===== config.mk =====
export PLATFORM = sky130hd
export DESIGN_NAME = perm_addr_gen
export DESIGN_NICKNAME = d
export VERILOG_FILES = /design/src/rtl/perm_addr_gen.sv
export SDC_FILE = /design/constraint.sdc
export NUM_CORES = 1
export LEC_CHECK = 0
export BUFFER_PORTS_ARGS = -buffer_cell sky130_fd_sc_hd__clkbuf_2
export CAP_MARGIN = 5
export CELL_PAD_IN_SITES_DETAIL_PLACEMENT = 1
export CELL_PAD_IN_SITES_GLOBAL_PLACEMENT = 1
export CORE_MARGIN = 5
export CORE_UTILIZATION = 52
export DETAILED_ROUTE_END_ITERATION = 6
export GPL_ROUTABILITY_DRIVEN = 1
export PLACE_DENSITY_LB_ADDON = 0.1
export SLEW_MARGIN = 20
export SYNTH_ARGS = -nofsm -noshare
export SYNTH_HDL_FRONTEND = slang
export SYNTH_SLANG_ARGS = --single-unit

===== constraint.sdc =====
create_clock -name clk -period 10.4 [get_ports clk]
set_input_delay 2.08 -clock clk [delete_from_list [all_inputs] [get_ports clk]]
set_output_delay 2.08 -clock clk [all_outputs]
set_load 0.03 [all_outputs]

===== src/rtl/perm_addr_gen.sv =====
module perm_addr_gen #(
  parameter int MAX_M = 16,
  parameter int MAX_Z = 64,
  localparam int CW  = $clog2(MAX_M),
  localparam int RW  = $clog2(MAX_Z),
  localparam int MCW = $clog2(MAX_M + 1),
  localparam int ZCW = $clog2(MAX_Z + 1),
  localparam int AW  = $clog2(MAX_M * MAX_Z),
  localparam int TW  = (CW > RW) ? CW : RW
) (
  input  logic           clk,
  input  logic           rst_n,
  input  logic [MCW-1:0] cfg_m,
  input  logic [ZCW-1:0] cfg_z,
  input  logic           tbl_we,
  input  logic           tbl_sel,
  input  logic [CW-1:0]  tbl_addr,
  input  logic [TW-1:0]  tbl_data,
  input  logic           start,
  input  logic           out_ready,
  output logic           out_valid,
  output logic [AW-1:0]  out_addr,
  output logic           out_last,
  output logic           done
);

  logic [CW-1:0]  grp_tbl [MAX_M];
  logic [RW-1:0]  sh_tbl  [MAX_M];
  logic           active;
  logic           done_q;
  logic [MCW-1:0] m_q;
  logic [ZCW-1:0] z_q;
  logic [CW-1:0]  col;
  logic [RW-1:0]  row;

  wire col_end = (MCW'(col) == m_q - MCW'(1));
  wire row_end = (ZCW'(row) == z_q - ZCW'(1));
  wire fire    = active && out_ready;

  wire [RW:0] ssum = {1'b0, sh_tbl[col]} + {1'b0, row};
  wire [RW:0] zx   = (RW+1)'(z_q);
  wire [RW:0] sred = (ssum >= zx) ? ssum - zx : ssum;

  assign out_valid = active;
  assign out_addr  = AW'(m_q) * AW'(sred[RW-1:0]) + AW'(grp_tbl[col]);
  assign out_last  = active && col_end && row_end;
  assign done      = done_q;

  always_ff @(posedge clk) begin
    if (!rst_n) begin
      for (int k = 0; k < MAX_M; k++) begin
        grp_tbl[k] <= '0;
        sh_tbl[k]  <= '0;
      end
    end else if (tbl_we && !active) begin
      if (tbl_sel) sh_tbl[tbl_addr]  <= tbl_data[RW-1:0];
      else         grp_tbl[tbl_addr] <= tbl_data[CW-1:0];
    end
  end

  always_ff @(posedge clk) begin
    if (!rst_n) begin
      active <= 1'b0;
      done_q <= 1'b0;
      m_q    <= MCW'(1);
      z_q    <= ZCW'(1);
      col    <= '0;
      row    <= '0;
    end else if (start && !active) begin
      active <= 1'b1;
      done_q <= 1'b0;
      m_q    <= cfg_m;
      z_q    <= cfg_z;
      col    <= '0;
      row    <= '0;
    end else if (fire) begin
      if (col_end) begin
        col <= '0;
        if (row_end) begin
          active <= 1'b0;
          done_q <= 1'b1;
        end else begin
          row <= row + RW'(1);
        end
      end else begin
        col <= col + CW'(1);
      end
    end
  end

endmodule


[Word-level counts from Yosys, hierarchy flattened]
Memories as Yosys holds them, arrays and structs flattened. A register that Yosys moved wholly into a read port is not among the register bits.
Cells that the tools add are included.
Word-level totals
  ROM bits: 0
  register bits after elaboration: 24
  word-level logic and storage cells: 61
  bits in writable memories: 160
  latch bits: 0
  input port bits: 28
  memories: 2
Memory list
  sh_tbl: words 16, width 6, read ports 1, clocked after memory_dff 1, write ports 16, RTL line 28  | logic [RW-1:0] sh_tbl [MAX_M];
  grp_tbl: words 16, width 4, read ports 1, clocked after memory_dff 1, write ports 16, RTL line 27  | logic [CW-1:0] grp_tbl [MAX_M];
Operators by class
  bitwise operators: 2
  muxes and demuxes: 25
  reductions and logical operators: 15
  $lt $le $gt $ge: 1
  equal/unequal tests: 2
  multipliers: 1
  add/subtract/negate cells: 7
  shift-type cells: 0
  divide/modulo/power cells: 0
Operators by type and width (count)
  4-bit 2-to-1 mux: 8
  1-bit 2-to-1 mux: 15
  6-bit 2-to-1 mux: 2
  10-bit by 4-bit adder with 10-bit output: 1
  5-bit by 6-bit multiplier with 10-bit output: 1
  3-bit AND reduction: 3
  6-bit by 6-bit adder with 7-bit output: 1
  6-bit by 7-bit equality test with 1-bit output: 1
  7-bit greater-or-equal comparator: 1
  7-bit by 1-bit subtractor with 7-bit output, second input constant: 1
  6-bit by 1-bit adder with 6-bit output, second input constant: 1
  2-bit nonzero test: 3
  6-bit OR reduction: 1
  6-bit subtractor: 1
  4-bit by 5-bit equality test with 1-bit output: 1
  1-bit logical AND: 5
  5-bit by 1-bit subtractor with 5-bit output, second input constant: 1
  4-bit by 1-bit adder with 4-bit output, second input constant: 1
  4-bit OR reduction: 1
  1-bit inverter: 2
  2-bit OR reduction: 1
  1-bit logical NOT: 1

[Depth between registers and ports, before layout]
  word-level depth: 7
  mapped depth: 31

[Least setup slack after synthesis]
No wires, ideal clock.
  path type: reg-to-output
  start: register (tool-made name)
  end: output port out_addr[9]
  stages on the path, launching flop included: 28
  slack: 408 ps
  data arrival time: 7912 ps
  data required time: 8320 ps
  cells stage by stage: dfxtp_1 clkbuf_1 buf_1 mux4_2 mux4_2 ha_1 o21ai_0 nor4_1 nor4b_1 inv_1 ha_1 and3_1 a221o_1 a21oi_1 mux2_2 and2_1 fa_1 inv_1 fa_1 inv_1 fa_1 ha_1 nor2_1 nor2_1 a21oi_1 a21oi_1 xnor2_1 xnor2_1
RTL lines
  end: declaration: RTL line 22  | output logic [AW-1:0] out_addr,

==> flow_summary_export.csv <==
group,metric,value,unit
clock_network,cts_buffers,17,
floorplanning,core-area,20100,um2
drt,drcViolationCount,0,
drt,ant_nets,0,
cells_and_area,regArea,5370,um2
synth,synth_cell_types,61,
floorplanning,rows,52,
cells_and_area,fillers,1996,
timing,clock.fmax,98.9,MHz
cells_and_area,fin_nets,959,
synth,ys_seq_area_frac,0.508,
grt,grt_pass1_wl,41.9,mm
clock_network,cts_root_buf,"clkbuf_16",
synth,synth_top_family_by_area,"simple AND/OR/NAND/NOR gates",
cells_and_area,drive_gt1_frac,0.182,
clock_network,htree_levels,4,
timing,setup_viol,0,
grt,overflow,0,
clock_network,clock_sinks,188,
synth,synth_cells,850,
timing,maxSlewViolCount,0,
critical_path,endpoint_kind,"output pin",
critical_path,reg2reg_setup_slack,7550,ps
hold_path,hp-class,"reg -> reg",
synth,synthAdderAreaFrac,0.0761,
drt,vias,6765,
synth,muxShareOfSynthArea,0.115,
critical_path,path_max_fanout,10,
critical_path,path_buf_inv,5,
critical_path,crit_arrival,8040,ps
timing,finalHoldViolations,0,
critical_path,critPathKind,"reg -> out",
grt,antenna_found_initial,0,
critical_path,cp.required,8320,ps
cells_and_area,diodes,0,
grt,grt_max_degree,52,
cells_and_area,stdcell_count,1160,
critical_path,max_stage_delay,560,ps
grt,grt_pass1_vias,7276,
placement,dp_cells,1122,
synth,synth_compound_area_frac,0.0608,
synth,synth_top_flop_cell,"edfxtp_1",
drt,firstDrtPassIters,5,
synth,synthArstFlopShare,0,
synth,yosysWarnings,0,
timing,timing.final.crit_period,10120,ps
synth,synth_area_per_cell,12.4,um2
synth,synth_xor_area_frac,0.0248,
clock_network,clock_latency,440,ps
timing,tightest_slew,1060,ps
timing,relSlewSlack,0.285,
clock_network,cts_tree,"built",
cells_and_area,synthToLayoutAreaGrowth,11.3,%
floorplanning,die-area,23300,um2
placement,port_buffers,40,
critical_path,start_kind,"flip-flop",
floorplanning,chipWidth,152,um
timing,final.period_utilization,0.973,
placement,placed_area,11000,um2
run,drv_cap,0,
timing,worst_hold_slack,494,ps
clock_network,cts-hold-fix-buffers,0,
cells_and_area,multi_input_comb_area,4910,um2
drt,wl_per_cell,23.0,um
drt,viasPerCell,5.83,
synth,synth_area,10600,um2
drt,wl,26.7,mm
drt,drt_iter0_markers,534,
pwr,leakage,4.46,nW
clock_network,clk_path_buf_depth,2,
critical_path,slowest_stage,"mux4_2",
synth,syn_nets,932,
clock_network,clkTransAtPathRegs,80,ps
timing,fin_ws,285,ps
synth,synth_edf_count,160,
grt,grt_use_total,0.232,
status,status,"complete, no violations",
synth,synth-seq-cells,188,
pwr,power.density,166,nW/um2
pwr,irDropWorstVdd,0.000116,V
placement,place_congestion,0.845,
floorplanning,die_h,152,um
placement,dp_hpwl,18.6,mm
placement,pre_cts_ws,3.83,ps
critical_path,crit_family,"adder cells",
cells_and_area,final_area,11800,um2
pwr,total_power,1.95,mW
synth,yosys.area_share.simple,0.182,
floorplanning,io_pins,41,
timing,clock_skew,7.55,ps
floorplanning,start_util,0.525,
[cell usage in the layout (no fill, tap or decap), types with 13 or more instances in the layout]
cell	instances
edfxtp_1	160
clkbuf_16	18
nand2b_1	18
a21oi_1	13
xnor2_1	20
ha_1	35
mux4_2	50
nand2_1	44
nor2_1	48
dfxtp_1	27
and2_1	172
clkbuf_2	38
fa_1	17
inv_1	41
o21ai_0	32
[worst register-to-register path: cells and delay by family (launching register included)]
kind                     cells  cell delay (ps)
buffers and inverters        1              130
flip-flops                   1              370
adder cells (fa/ha/maj)      1              190
multiplexers                 1              250
AO/OA/AOI/OAI                4             1340
AND/OR/NAND/NOR              1              460
[cells in the mapped netlist, types with 11 or more instances]
master    number  area share
and2_1       172        0.10
edfxtp_1     160        0.46
mux4_2        50        0.11
nor2_1        48       0.017
nand2_1       44       0.016
inv_1         41       0.015
ha_1          37       0.044
o21ai_0       34       0.016
clkbuf_1      32       0.011
dfxtp_1       28       0.053
xnor2_1       20       0.017
a21oi_1       18      0.0085
nand2b_1      18       0.011
fa_1          17       0.032
a21boi_0      11      0.0078
[cell type report]
cell class	instances	area share
multi-input combinational	578	0.417
sequential	188	0.457
clock inverter	15	0.0194
clock buffer	17	0.0362
timing repair buffer	51	0.0285
inverter	41	0.0131
tap	270	0.0287
[final timing paths]
check                       from  cells after the start                     end
min            done$_SDFFE_PP0P_                      1       done$_SDFFE_PP0P_
max                    flip-flop                     26             out_addr[9]
max reg2reg  z_q[1]$_SDFFE_PN0P_                      8  out_valid$_SDFFE_PN0P_
min reg2reg    done$_SDFFE_PP0P_                      1       done$_SDFFE_PP0P_
[per-layer routing]
metal | up-vias | share of wire | global-route usage | wire [um]
met5 | - | 0 | 0 | 0
met4 | 0 | 0.015 | 0.0530 | 391
met3 | 31 | 0.037 | 0.0364 | 999
met2 | 154 | 0.51 | 0.406 | 13700
met1 | 3480 | 0.43 | 0.306 | 11600
li1 | 3100 | - | - | -
[registers in the layout (all words and copies together), names as in the netlist, named ones only]
register,count
sh_tbl,96
m_q,5
row,6
grp_tbl,64
done,1
z_q,7
col,4
out_valid,1
[what timing repair did]
action,in CTS,in global routing
pin swaps,0,5
buffers inserted,0,4
cloned,1,1
resized for setup,3,17
endpoints found under the setup margin,4,4
[through the flow]
stage | TNS (ps) | utilization
2_1_floorplan | 0 | -
3_3_place_gp | 0 | 0.545
3_5_place_dp | 0 | 0.545
4_1_cts | 0 | 0.580
5_1_grt | -82.4 | 0.585
6_report | 0 | 0.585
[power by group]
part | leakage, nW | switching [mW] | internal (mW)
logic | 2.28 | 0.234 | 0.139
registers | 1.87 | 0.0208 | 0.843
clock network | 0.310 | 0.334 | 0.374
total | 4.46 | 0.589 | 1.36
[cell families (layout without fill, tap and decap cells)]
logic type | count (synthesis) | count (layout)
buffers and inverters | 84 | 124
flip-flops | 188 | 188
XOR/XNOR | 29 | 29
adder cells (fa/ha/maj) | 54 | 54
AO/OA/AOI/OAI | 99 | 99
multiplexers | 59 | 59
AND/OR/NAND/NOR | 337 | 337
(Power assumes the default switching activity.)
